[src/rtl/qec_pkg.sv]
package qec_pkg;
  typedef struct packed {
    logic       enable;
    logic       irqEn;
    logic       kernEn;
    logic       userEn;
    logic       edgeMode;
    logic       invert;
    logic [7:0] thresh;
    logic [7:0] unitMask;
    logic [7:0] evtSel;
  } cfg_t;

  localparam int CFG_W = $bits(cfg_t);

  typedef struct packed {
    logic       load;
    logic       addEn;
    logic [7:0] addAmt;
    logic       irqEn;
  } strobe_t;
endpackage

[src/rtl/qec_ctrl.sv]
module qec_ctrl
  import qec_pkg::*;
#(
  parameter int EVT_W = 4
) (
  input  logic             clk,
  input  logic             rst_n,
  input  logic [EVT_W-1:0] evtCount,
  input  logic [1:0]       privLevel,
  input  logic             cfgWe,
  input  logic [CFG_W-1:0] cfgWdata,
  input  logic             cntWe,
  output cfg_t             cfgQ,
  output strobe_t          strb
);
  logic prevCond;
  logic effUser, effKern, privOk;
  logic thrZero, geThr, cond, qCond, active;

  always_ff @(posedge clk) begin
    if (!rst_n) cfgQ <= '0;
    else if (cfgWe) cfgQ <= cfg_t'(cfgWdata);
  end

  always_comb begin
    effUser = cfgQ.userEn | ~(cfgQ.userEn | cfgQ.kernEn);
    effKern = cfgQ.kernEn | ~(cfgQ.userEn | cfgQ.kernEn);
    privOk  = (privLevel == 2'd0) ? effKern : effUser;
    thrZero = (cfgQ.thresh == 8'd0);
    geThr   = (8'(evtCount) >= cfgQ.thresh);
    cond    = cfgQ.invert ? ~geThr : geThr;
    qCond   = cond & privOk;
    active  = cfgQ.enable & ~cfgWe;

    strb.load  = cntWe;
    strb.irqEn = cfgQ.irqEn;
    if (thrZero) begin
      strb.addEn  = active & privOk;
      strb.addAmt = 8'(evtCount);
    end else begin
      strb.addEn  = active & qCond & (~cfgQ.edgeMode | ~prevCond);
      strb.addAmt = 8'd1;
    end
  end

  always_ff @(posedge clk) begin
    if (!rst_n) prevCond <= 1'b0;
    else        prevCond <= active & qCond;
  end

  p_cfg_quiet_r7: assert property (@(posedge clk) disable iff (!rst_n)
    cfgWe |-> !strb.addEn);
  p_disabled_r7: assert property (@(posedge clk) disable iff (!rst_n)
    !cfgQ.enable |-> !strb.addEn);
  p_edge_once_r5: assert property (@(posedge clk) disable iff (!rst_n)
    (cfgQ.edgeMode && cfgQ.thresh != 8'd0 && strb.addEn) |=> !strb.addEn);
  p_priv_r6: assert property (@(posedge clk) disable iff (!rst_n)
    (strb.addEn && privLevel == 2'd0 && cfgQ.userEn) |-> cfgQ.kernEn);
endmodule

[src/rtl/qec_datapath.sv]
module qec_datapath
  import qec_pkg::*;
#(
  parameter int CNT_W = 48
) (
  input  logic             clk,
  input  logic             rst_n,
  input  strobe_t          strb,
  input  logic [CNT_W-1:0] cntWdata,
  input  logic             ovfClr,
  output logic [CNT_W-1:0] cntValue,
  output logic             ovfFlag,
  output logic             irq
);
  logic [CNT_W:0] sum;

  assign sum = {1'b0, cntValue} + (CNT_W+1)'(strb.addAmt);

  always_ff @(posedge clk) begin
    if (!rst_n) begin
      cntValue <= '0;
      ovfFlag  <= 1'b0;
    end else begin
      if (strb.load)       cntValue <= cntWdata;
      else if (strb.addEn) cntValue <= sum[CNT_W-1:0];
      if (!strb.load && strb.addEn && sum[CNT_W]) ovfFlag <= 1'b1;
      else if (ovfClr)                            ovfFlag <= 1'b0;
    end
  end

  assign irq = ovfFlag & strb.irqEn;

  p_load_wins_r8: assert property (@(posedge clk) disable iff (!rst_n)
    strb.load |=> cntValue == $past(cntWdata));
  p_ovf_sticky_r9: assert property (@(posedge clk) disable iff (!rst_n)
    (ovfFlag && !ovfClr) |=> ovfFlag);
  p_irq_needs_ovf_r9: assert property (@(posedge clk) disable iff (!rst_n)
    irq |-> ovfFlag);
  p_hold_r7: assert property (@(posedge clk) disable iff (!rst_n)
    (!strb.load && !strb.addEn) |=> $stable(cntValue));
endmodule

[src/rtl/qual_event_counter.sv]
module qual_event_counter
  import qec_pkg::*;
#(
  parameter int CNT_W = 48,
  parameter int EVT_W = 4
) (
  input  logic             clk,
  input  logic             rst_n,
  input  logic [EVT_W-1:0] evtCount,
  input  logic [1:0]       privLevel,
  input  logic             cfgWe,
  input  logic [29:0]      cfgWdata,
  input  logic             cntWe,
  input  logic [CNT_W-1:0] cntWdata,
  input  logic             ovfClr,
  output logic [CNT_W-1:0] cntValue,
  output logic             ovfFlag,
  output logic             irq,
  output logic [7:0]       evtSel,
  output logic [7:0]       unitMask
);
  cfg_t    cfgQ;
  strobe_t strb;

  qec_ctrl #(.EVT_W(EVT_W)) u_ctrl (
    .clk(clk), .rst_n(rst_n), .evtCount(evtCount), .privLevel(privLevel),
    .cfgWe(cfgWe), .cfgWdata(cfgWdata), .cntWe(cntWe),
    .cfgQ(cfgQ), .strb(strb)
  );

  qec_datapath #(.CNT_W(CNT_W)) u_dp (
    .clk(clk), .rst_n(rst_n), .strb(strb), .cntWdata(cntWdata),
    .ovfClr(ovfClr), .cntValue(cntValue), .ovfFlag(ovfFlag), .irq(irq)
  );

  assign evtSel   = cfgQ.evtSel;
  assign unitMask = cfgQ.unitMask;
endmodule

[config.mk]
export PLATFORM = sky130hd
export DESIGN_NAME = qual_event_counter
export DESIGN_NICKNAME = d
export VERILOG_FILES = /design/src/rtl/qec_pkg.sv /design/src/rtl/qec_ctrl.sv /design/src/rtl/qec_datapath.sv /design/src/rtl/qual_event_counter.sv
export SDC_FILE = /design/constraint.sdc
export NUM_CORES = 1
export LEC_CHECK = 0
export BUFFER_PORTS_ARGS = -buffer_cell sky130_fd_sc_hd__buf_2
export CAP_MARGIN = 20
export CORE_MARGIN = 3
export CORE_UTILIZATION = 45
export CTS_BUF_LIST = sky130_fd_sc_hd__clkbuf_2
export DETAILED_ROUTE_END_ITERATION = 8
export GPL_TIMING_DRIVEN = 1
export PLACE_DENSITY = 0.74
export SLEW_MARGIN = 15
export SYNTH_ARGS = -nofsm -noshare
export SYNTH_HDL_FRONTEND = slang
export SYNTH_SLANG_ARGS = --single-unit
[constraint.sdc]
create_clock -name clk -period 7.3 [get_ports clk]
set_input_delay 1.46 -clock clk [delete_from_list [all_inputs] [get_ports clk]]
set_output_delay 1.46 -clock clk [all_outputs]
set_load 0.02 [all_outputs]
==> impl_results.md, run 1 <==
* Status: finished, final reports clean
* Syn-to-layout area delta at 17.8%
* Critical Path Start Type: primary input
* Setup violators final at 0
* Slew headroom at 0.393
* Most common cell in the synthesized netlist: dfxtp_1
* Max Cap Viol at 0
* Clock tree buffer depth at 2
* Final WL at 12,500 um
* H-Tree Level Count at 3
* Hold Fails Final Rpt at 0
* Initial antenna violation count at 1
* Dpl ws at 3.22 ns
* RSZ-0062 raised after global routing: false
* Yosys cell types at 54
* Synth Cell Area at 4610 um^2
* Hold Path End: u_dp.cntValue[0]$_SDFFE_PN0P_
* Setup TNS Final at 0 ns
* R2R setup slack at 3.90 ns
* R2r endpoint: u_dp.cntValue[36]$_SDFFE_PN0P_
* Area leader, netlist: dfxtp_1
* Core Box Area at 9860 um^2
* Most common cell on crit path: o211ai_1
* Final Wtd Congestion at 0.851
* R2r worst-path depth at 9
* Antenna-violating nets left at 0
* Post-synthesis net count at 635
* Final min period at 3.54 ns
* Final net count at 751
* Hold Crit Depth at 2
* Die X at 107 um
* Routed len/inst at 15.9 um
* Main synth FF type: dfxtp_1
* Top-area cell type share of the netlist area at 0.347
* CP Capture Type: flip-flop
* Worst skew pair latency at 0.53 ns
* Slowest cell on the critical path: nor2_1
* Initial core utilization at 0.467
* Worst reg2reg startpoint: u_ctrl.cfgQ[16]$_SDFFE_PN0P_
* Row cnt at 36
* Worst Path Arrival at 4.01 ns
* Top cells by area, synth: dfxtp_1 (35%), mux2i_1 (6.5%), o21ai_0 (4.6%)
* Synth async-reset ratio at 0
* Vias in the first global route at 4,285
* DRT iter0 DRCs at 337
* Vias per cell at 5.76
* EDFF count, synth at 0
* Most frequent cells after synthesis: dfxtp_1 (80), o21ai_0 (42), nand2_1 (36)
* PortBufs at 154
* Gr ovfl total at 0
* Clock transition at path regs at 0.23 ns
* Yosys reg bits at 80
* Mean area per synthesized cell at 8.59 um^2
* YS warnings at 0
* Via count at 4,558
* CTS tree: done
* Max Fanout on Critical Path at 12
* Sequential share of the synthesized area at 0.347
* Clk_skew at 0.0269 ns
* Max Fclk at 283 MHz
* Pin count of the biggest net entering global routing at 104
* CTS buffer count at 9
* Initial DRT Pass Iterations at 4
* Post-Syn Instances at 537
* Clock sink count at 80
* Crit-path max cell delay at 0.72 ns
* Worst vdd ir at 0.0760 mV
* Die Area at 11,500 um^2
* Layout cells sized above 1 at 0.287
* Die outline height at 107 um
* Fin crit share at 0.485
* Cts hold-fix bufs at 0
* Static Leak at 2.27 nW
* First-pass GRT wire length at 20,100 um
* Hold WC Path Type: flip-flop to flip-flop
* I/O pin total at 155
* Gr usage total at 0.214
* Hold Crit Start: u_dp.cntValue[0]$_SDFFE_PN0P_
* Clk root buf: clkbuf_2
* Worst Setup Slack, final at 3.76 ns
* Final Max Tran Viols at 0
* Least-Margin Pin Slew at 0.906 ns
* Post-DP HPWL at 8890 um
* WS Path Type: primary input to flip-flop
* Residual DRC at 0
* Cell Pwr Density at 179 nW/um^2
* CP Cell Sequence: buf_2 > and3_1 > ha_1 > o211ai_1 > nor2_1 > nand3_1 > a211oi_1 > nand4_1 > o211ai_1
* ANT cells at 0
* Post-cts sizing count at 0
* # Post-CTS Setup Buffers at 0
* Required time of the critical path at 7.78 ns
## layout make-up
class / count / area (um^2)
clock buffer: 10 / 50.0
clock inverter: 6 / 83.8
fill: 903 / 4430
inverter: 8 / 30.0
multi-input combinational: 397 / 2710
sequential: 80 / 1600
tap: 133 / 166
timing repair buffer: 157 / 793
## metrics by stage
| step | total power, mW | cells | cell area [um^2] | hold slack, ns | util |
|---|---|---|---|---|---|
| after floorplan | 0.641 | 537 | 4610 | 0.474 | - |
| final | 0.971 | 791 | 5430 | 0.517 | 0.551 |
| after global routing | 1.02 | 791 | 5430 | 0.547 | 0.551 |
| after CTS | 0.980 | 791 | 5430 | 0.526 | 0.551 |
| after detailed placement | 0.707 | 775 | 5300 | 0.498 | 0.537 |
| after global placement | 0.699 | 775 | 5300 | 0.476 | 0.537 |
## worst max-delay path by stage
stage,start,end,slack (ns),depth (start not counted)
2_1_floorplan,evtCount[3],u_dp.cntValue[10]$_SDFFE_PN0P_,3.78,8
6_report,evtCount[3],u_dp.cntValue[36]$_SDFFE_PN0P_,3.76,9
5_1_grt,evtCount[3],u_dp.cntValue[36]$_SDFFE_PN0P_,3.50,9
3_3_place_gp,evtCount[3],u_dp.cntValue[38]$_SDFFE_PN0P_,3.36,9
4_1_cts,evtCount[3],u_dp.cntValue[38]$_SDFFE_PN0P_,3.83,9
3_5_place_dp,evtCount[3],u_dp.cntValue[38]$_SDFFE_PN0P_,3.22,9
## where the power goes
part / internal, mW / leakage [nW] / switching (mW)
combinational: 0.0808 / 1.53 / 0.119
clock: 0.113 / 0.0772 / 0.160
sequential: 0.467 / 0.663 / 0.0312
## critical path, delay by kind of cell
| family | cells | cell delay (ns) |
|---|---|---|
| buf+inv | 1 | 0.11 |
| simple gates | 4 | 1.21 |
| fa+ha+maj | 1 | 0.37 |
| compound gates | 3 | 0.86 |
## layer usage
metal	track usage	part of all wire	vias up	wire, um
met5	0	0.0010	-	13
met4	0.0822	0.014	2	177
met3	0.0452	0.073	16	922
met2	0.352	0.47	168	5890
met1	0.273	0.44	2128	5540
li1	-	-	2244	-
## registers in the layout, summed over array words and instances (netlist names)
signal	cells
u_dp.ovfFlag	1
u_dp.cntValue	48
u_ctrl.prevCond	1
u_ctrl.cfgQ	30
## cells by family (layout without fill, tap and decap cells)
| kind of cell | after synthesis | count (layout) | synth area share |
|---|---|---|---|
| simple gates | 198 | 198 | 0.248 |
| fa+ha+maj | 9 | 9 | 0.0261 |
| compound gates | 144 | 144 | 0.215 |
| xor+xnor | 13 | 13 | 0.0247 |
| flops | 80 | 80 | 0.347 |
| buf+inv | 60 | 181 | 0.0657 |
| mux | 33 | 33 | 0.0733 |
## layout by cell type (no fill, tap or decap), types with 14 or more instances in the layout
| cell type | instances |
|---|---|
| nor2b_1 | 33 |
| nand2_1 | 36 |
| mux2i_1 | 30 |
| o21ai_0 | 42 |
| dfxtp_1 | 80 |
| buf_2 | 154 |
| a31oi_1 | 29 |
| and3_1 | 14 |
| a21oi_1 | 16 |
| nand3_1 | 32 |
| nand4_1 | 18 |
No activity file was read; power rests on OpenSTA's default activity.
==> run 2, diff against run 1 <==
- PLACE_DENSITY: 0.74 -> 0.76
- clock period: 7.3 -> 3.23 ns (I/O delays scaled with it)
==> run 2 against run 1 <==
Worst setup slack worse by 3.5 ns. Via count rose by 1.5%. Register-to-register slack got worse by 3.6 ns. Non-clock buffer count grew 10. Die area unchanged. Flip-flop and latch count did not move. Cell count up 1.3%. Critical path depth is the same. Routed wire length rose by 1.5%.
==> impl_results.md, run 2 (same netlist as run 1, synthesis figures left out) <==
* Status: finished, final reports clean
* Final min period at 2.93 ns
* R2r endpoint: u_dp.cntValue[45]$_SDFFE_PN0P_
* Worst path top cell family by delay: simple AND/OR/NAND/NOR gates
* Die Area at 11,500 um^2
* Hold Crit Start: cntWdata[37]
* Die outline height at 107 um
* Final WL at 12,700 um
* Max Fclk at 341 MHz
* Via count at 4,625
* ANT cells at 0
* R2R setup slack at 0.30 ns
* PortBufs at 154
* Final Max Tran Viols at 0
* Static Leak at 2.33 nW
* Clock sink count at 80
* Worst Setup Slack, final at 0.297 ns
* Row cnt at 36
* Residual DRC at 0
* Setup TNS Final at 0 ns
* I/O pin total at 155
* Least-Margin Pin Slew at 0.848 ns
* Slowest cell on the critical path: a2111oi_2
* Gr usage total at 0.217
* R2r worst-path depth at 9
* Clk_skew at 0.0337 ns
* Final Wtd Congestion at 0.833
* Antenna-violating nets left at 0
* Cell Pwr Density at 392 nW/um^2
* Worst reg2reg startpoint: u_ctrl.cfgQ[16]$_SDFFE_PN0P_
* Vias per cell at 5.77
* Dpl ws at 0.150 ns
* Routed len/inst at 15.9 um
* Multi-input gate area at 2710 um^2
* Most common cell on crit path: nand2_1
* DRT iter0 DRCs at 274
* Crit-path max cell delay at 0.53 ns
* Commonest non-fill, non-tap cell in the layout: buf_2
* Initial core utilization at 0.467
* Hold Crit Depth at 3
* Max Fanout on Critical Path at 9
* Reg with most FFs: u_dp.cntValue
* Initial antenna violation count at 0
* Worst vdd ir at 0.191 mV
* Max Cap Viol at 0
* Vias in the first global route at 4,336
* Hold Path End: u_dp.cntValue[37]$_SDFFE_PN0P_
* First-pass GRT wire length at 20,500 um
* WS Path Type: flip-flop to flip-flop
* Clock tree buffer depth at 2
* Syn-to-layout area delta at 19.6%
* Clock transition at path regs at 0.26 ns
* Required time of the critical path at 3.72 ns
* RSZ-0062 raised after global routing: false
* Biggest regs: u_dp.cntValue: 48 flops, u_ctrl.cfgQ: 30 flops
* Hold WC Path Type: primary input to flip-flop
* Sequential cell area at 1600 um^2
* Critical Path Start Type: flip-flop
* Clk root buf: clkbuf_2
* H-Tree Level Count at 3
* Bufs and invs on worst path at 0
* CP Cell Sequence: nor4_1 > and3_1 > ha_1 > a211oi_1 > nand2_1 > nand2_1 > a2111oi_2 > mux2_2 > o211ai_1
* Setup violators final at 0
* # Post-CTS Setup Buffers at 0
* Core Box Area at 9860 um^2
* Pin count of the biggest net entering global routing at 71
* Fillers at 920
* Post-DP HPWL at 9390 um
* Worst Path Arrival at 3.42 ns
* Gr ovfl total at 0
* Worst skew pair latency at 0.54 ns
* Slew headroom at 0.435
* Layout cells sized above 1 at 0.302
* Max reg flops at 48
* Initial DRT Pass Iterations at 5
* Most frequent cells in the layout: buf_2 (154), dfxtp_1 (80), o21ai_0 (42)
* Final net count at 761
* Die X at 107 um
* CP Capture Type: flip-flop
* CTS tree: done
* Fin crit share at 0.908
* Hold Fails Final Rpt at 0
* CTS buffer count at 9
## run 2: changes by cell type in the layout (fill, tap and decap cells not counted), sizes merged
cell	previous run	this run
bufinv	2	1
buf	157	167
inv	8	11
clkbuf	10	9
clkinvlp	1	0
## run 2: power by group
| group | internal (mW) | total (mW) | switching, mW |
|---|---|---|---|
| combinational | 0.186 | 0.456 | 0.269 |
| clock | 0.190 | 0.579 | 0.389 |
| sequential | 1.06 | 1.13 | 0.0728 |
| total | 1.43 | 2.16 | 0.731 |
## run 2: final cells by class
class | instances | share of cell area
clock inverter | 7 | 0.0143
inverter | 8 | 0.00545
timing repair buffer | 167 | 0.160
sequential | 80 | 0.290
tap | 133 | 0.0302
multi-input combinational | 397 | 0.492
clock buffer | 9 | 0.00817
## run 2: tightest hold or removal path, stage by stage
cell	delay, ns
buf_2	0.08
a31oi_1	0.07
o211ai_1	0.06
## run 2: layer usage
metal  wire, um  part of all wire  vias to the layer above  global-route usage
met5          0                 0                        -                   0
li1           -                 -                     2263                   -
met3        908             0.071                       20              0.0452
met2       6080              0.48                      188               0.360
met4        210             0.016                        0              0.0621
met1       5530              0.43                     2154               0.286
## run 2: how the worst max path moves through the flow
stage / from / to / slack [ns] / cells past startpoint
2_1_floorplan: evtCount[3] / u_dp.cntValue[10]$_SDFFE_PN0P_ / 0.53 / 8
3_3_place_gp: evtCount[3] / u_dp.cntValue[24]$_SDFFE_PN0P_ / 0.15 / 9
3_5_place_dp: evtCount[3] / u_dp.cntValue[23]$_SDFFE_PN0P_ / 0.15 / 8
4_1_cts: u_ctrl.cfgQ[16]$_SDFFE_PN0P_ / u_dp.cntValue[38]$_SDFFE_PN0P_ / 0.29 / 10
5_1_grt: u_ctrl.cfgQ[16]$_SDFFE_PN0P_ / u_dp.cntValue[45]$_SDFFE_PN0P_ / 0.03 / 9
6_report: u_ctrl.cfgQ[16]$_SDFFE_PN0P_ / u_dp.cntValue[45]$_SDFFE_PN0P_ / 0.30 / 9
## run 2: timing repair
| item | in CTS | in global routing |
|---|---|---|
| setup endpoints to repair | 0 | 3 |
| hold buffers | 0 | 0 |
| resized for setup | 0 | 1 |
| endpoints found under the hold margin | 0 | 0 |
## run 2: per-stage QoR
stage               hold WS, ns  cell area [um^2]   util  power (mW)  instances
finish                    0.323              5510  0.559        2.16        801
global route              0.281              5510  0.559        2.28        801
CTS                       0.279              5510  0.558        2.18        801
detailed placement        0.496              5390  0.546        1.60        785
global placement          0.476              5390  0.546        1.59        785
floorplan                 0.474              4610      -        1.45        537
==> run 3, diff against run 2 <==
- PLACE_DENSITY: 0.76 -> 0.75
==> run 3 against run 2 <==
Power up 0.30%. Cell area is 0.27% lower. Register-to-register slack got worse by 0.04 ns. First-iteration DRC count is 6.6% lower. Non-clock buffer count down 1. Cell count is the same. Count of clock-buffer cells in the layout unchanged. Worst setup slack worse by 0.041 ns. Combinational power increased by 1%. Worst hold slack better by 0.0011 ns. Die area did not move.
==> impl_results.md, run 3 (same netlist as run 1, synthesis figures left out) <==
* Reg with most FFs: u_dp.cntValue
* Setup TNS Final at 0 ns
* Clock transition at path regs at 0.26 ns
* Crit-path max cell delay at 0.44 ns
* Initial core utilization at 0.467
* Hold Crit Depth at 3
* Critical Path Start Type: flip-flop
* H-Tree Level Count at 3
* Static Leak at 2.31 nW
* Clock share of power at 0.267
* Max Cap Viol at 0
* PortBufs at 154
* Slowest cell on the critical path: fa_1
* NetSw at 0.738 mW
* R2r endpoint: u_dp.cntValue[24]$_SDFFE_PN0P_
* Layout cells sized above 1 at 0.301
* Seq pwr share at 0.520
* Residual DRC at 0
* Initial antenna violation count at 1
* Setup violators final at 0
* Fillers at 950
* Commonest non-fill, non-tap cell in the layout: buf_2
* Gr ovfl total at 0
* Max reg flops at 48
* Clk_skew at 0.0296 ns
* Cell area after layout at 5500 um^2
* Required time of the critical path at 3.66 ns
* Antenna-violating nets left at 0
* P_int at 1.43 mW
* Worst skew pair latency at 0.54 ns
* CP Capture Type: flip-flop
* DRT iter0 DRCs at 256
* R2r worst-path depth at 13
* Die Area at 11,500 um^2
* Via count at 4,617
* Total power at 2.17 mW
* Final WL at 12,900 um
* Core Box Area at 9860 um^2
* WS Path Type: flip-flop to flip-flop
* Slew headroom at 0.450
* CTS buffer count at 9
* Routed len/inst at 16.1 um
* Hold Fails Final Rpt at 0
* Hold Path End: u_dp.cntValue[43]$_SDFFE_PN0P_
* Row cnt at 36
* Post-DP HPWL at 9310 um
* Worst Path Arrival at 3.40 ns
* First-pass GRT wire length at 20,300 um
* Comb pwr share at 0.212
* Worst reg2reg startpoint: u_ctrl.cfgQ[16]$_SDFFE_PN0P_
* Hold WC Path Type: primary input to flip-flop
* Die X at 107 um
* Initial DRT Pass Iterations at 5
* Status: finished, final reports clean
* Least-Margin Pin Slew at 0.824 ns
* Cell Pwr Density at 395 nW/um^2
* Max Fanout on Critical Path at 11
* I/O pin total at 155
* Biggest regs: u_dp.cntValue: 48 flops, u_ctrl.cfgQ: 30 flops
* Vias in the first global route at 4,290
* Final Wtd Congestion at 0.857
* Pin count of the biggest net entering global routing at 103
* CTS tree: done
* Die outline height at 107 um
* CP Cell Sequence: nor4_2 > and2_1 > nand2_1 > ha_1 > fa_1 > a211oi_1 > nor2_1 > buf_4 > nand2_1 > a2111oi_0 > buf_4 > xnor2_1 > a21oi_1
* Clk root buf: clkbuf_2
* Worst vdd ir at 0.240 mV
* Most frequent cells in the layout: buf_2 (154), dfxtp_1 (80), o21ai_0 (42)
* Hold Crit Start: cntWdata[43]
* Final net count at 760
* Final Max Tran Viols at 0
* Clock tree buffer depth at 2
* Syn-to-layout area delta at 19.3%
* Vias per cell at 5.76
* Cell Area, Placed at 5360 um^2
* Hold Slack at 0.324 ns
* Final min period at 2.97 ns
* RSZ-0062 raised after global routing: false
* Fraction of power spent switching nets at 0.340
* Clock sink count at 80
* Max Fclk at 336 MHz
* Fin crit share at 0.921
* Cts hold-fix bufs at 0
* Gr usage total at 0.214
* R2R setup slack at 0.26 ns
==> run 3: how the worst max path moves through the flow <==
| stage | from | end | cells after the start |
|---|---|---|---|
| after floorplan | evtCount[3] | u_dp.cntValue[10]$_SDFFE_PN0P_ | 8 |
| after global placement | evtCount[3] | u_dp.cntValue[44]$_SDFFE_PN0P_ | 8 |
| after detailed placement | evtCount[3] | u_dp.cntValue[25]$_SDFFE_PN0P_ | 8 |
| after CTS | u_ctrl.cfgQ[16]$_SDFFE_PN0P_ | u_dp.cntValue[24]$_SDFFE_PN0P_ | 13 |
| after global routing | u_ctrl.cfgQ[16]$_SDFFE_PN0P_ | u_dp.cntValue[24]$_SDFFE_PN0P_ | 13 |
| final | u_ctrl.cfgQ[16]$_SDFFE_PN0P_ | u_dp.cntValue[24]$_SDFFE_PN0P_ | 13 |
==> run 3: stage by stage <==
| stage | worst slack (ns) | std cells | util |
|---|---|---|---|
| after floorplan | 0.528 | 537 | - |
| after global placement | 0.234 | 783 | 0.543 |
| after detailed placement | 0.181 | 783 | 0.543 |
| after CTS | 0.152 | 799 | 0.556 |
| after global routing | 0.0250 | 801 | 0.557 |
| final | 0.256 | 801 | 0.557 |
==> run 3: critical path: cells and delay by family (launching register included) <==
| family | cells | cell delay [ns] |
|---|---|---|
| XOR/XNOR | 1 | 0.12 |
| adder cells (fa/ha/maj) | 2 | 0.67 |
| buffers and inverters | 2 | 0.39 |
| AND/OR/NAND/NOR | 5 | 0.87 |
| AO/OA/AOI/OAI | 3 | 0.41 |
| flip-flops | 1 | 0.39 |
==> run 3: metal layers <==
layer | GRT usage | wire length (um) | vias up
met4 | 0.0566 | 135 | 0
li1 | - | - | 2265
met2 | 0.371 | 6180 | 164
met1 | 0.269 | 5620 | 2173
met5 | 0 | 0 | -
met3 | 0.0446 | 930 | 15
==> run 3: final cells by class <==
cell class	count	area (um^2)	area share
Multi-Input combinational cell	397	2710	0.493
Sequential cell	80	1600	0.291
Timing Repair Buffer	166	861	0.157
Tap cell	133	166	0.0303
Clock inverter	7	80.1	0.0146
Clock buffer	9	45.0	0.00819
Inverter	8	30.0	0.00546
Antenna cell	1	2.50	0.000455
==> run 3: power by group through the flow <==
stage / Sequential, mW / Clock, mW / Combinational, mW
finish: 1.13 / 0.580 / 0.461
global route: 1.14 / 0.624 / 0.505
CTS: 1.13 / 0.584 / 0.458
detailed placement: 1.15 / 0 / 0.456
global placement: 1.14 / 0 / 0.444
floorplan: 1.18 / 0 / 0.265
==> run 3: what timing repair did <==
action,CTS,global route
resized for setup,0,1
endpoints found under the setup margin,0,4
buffers inserted,0,1
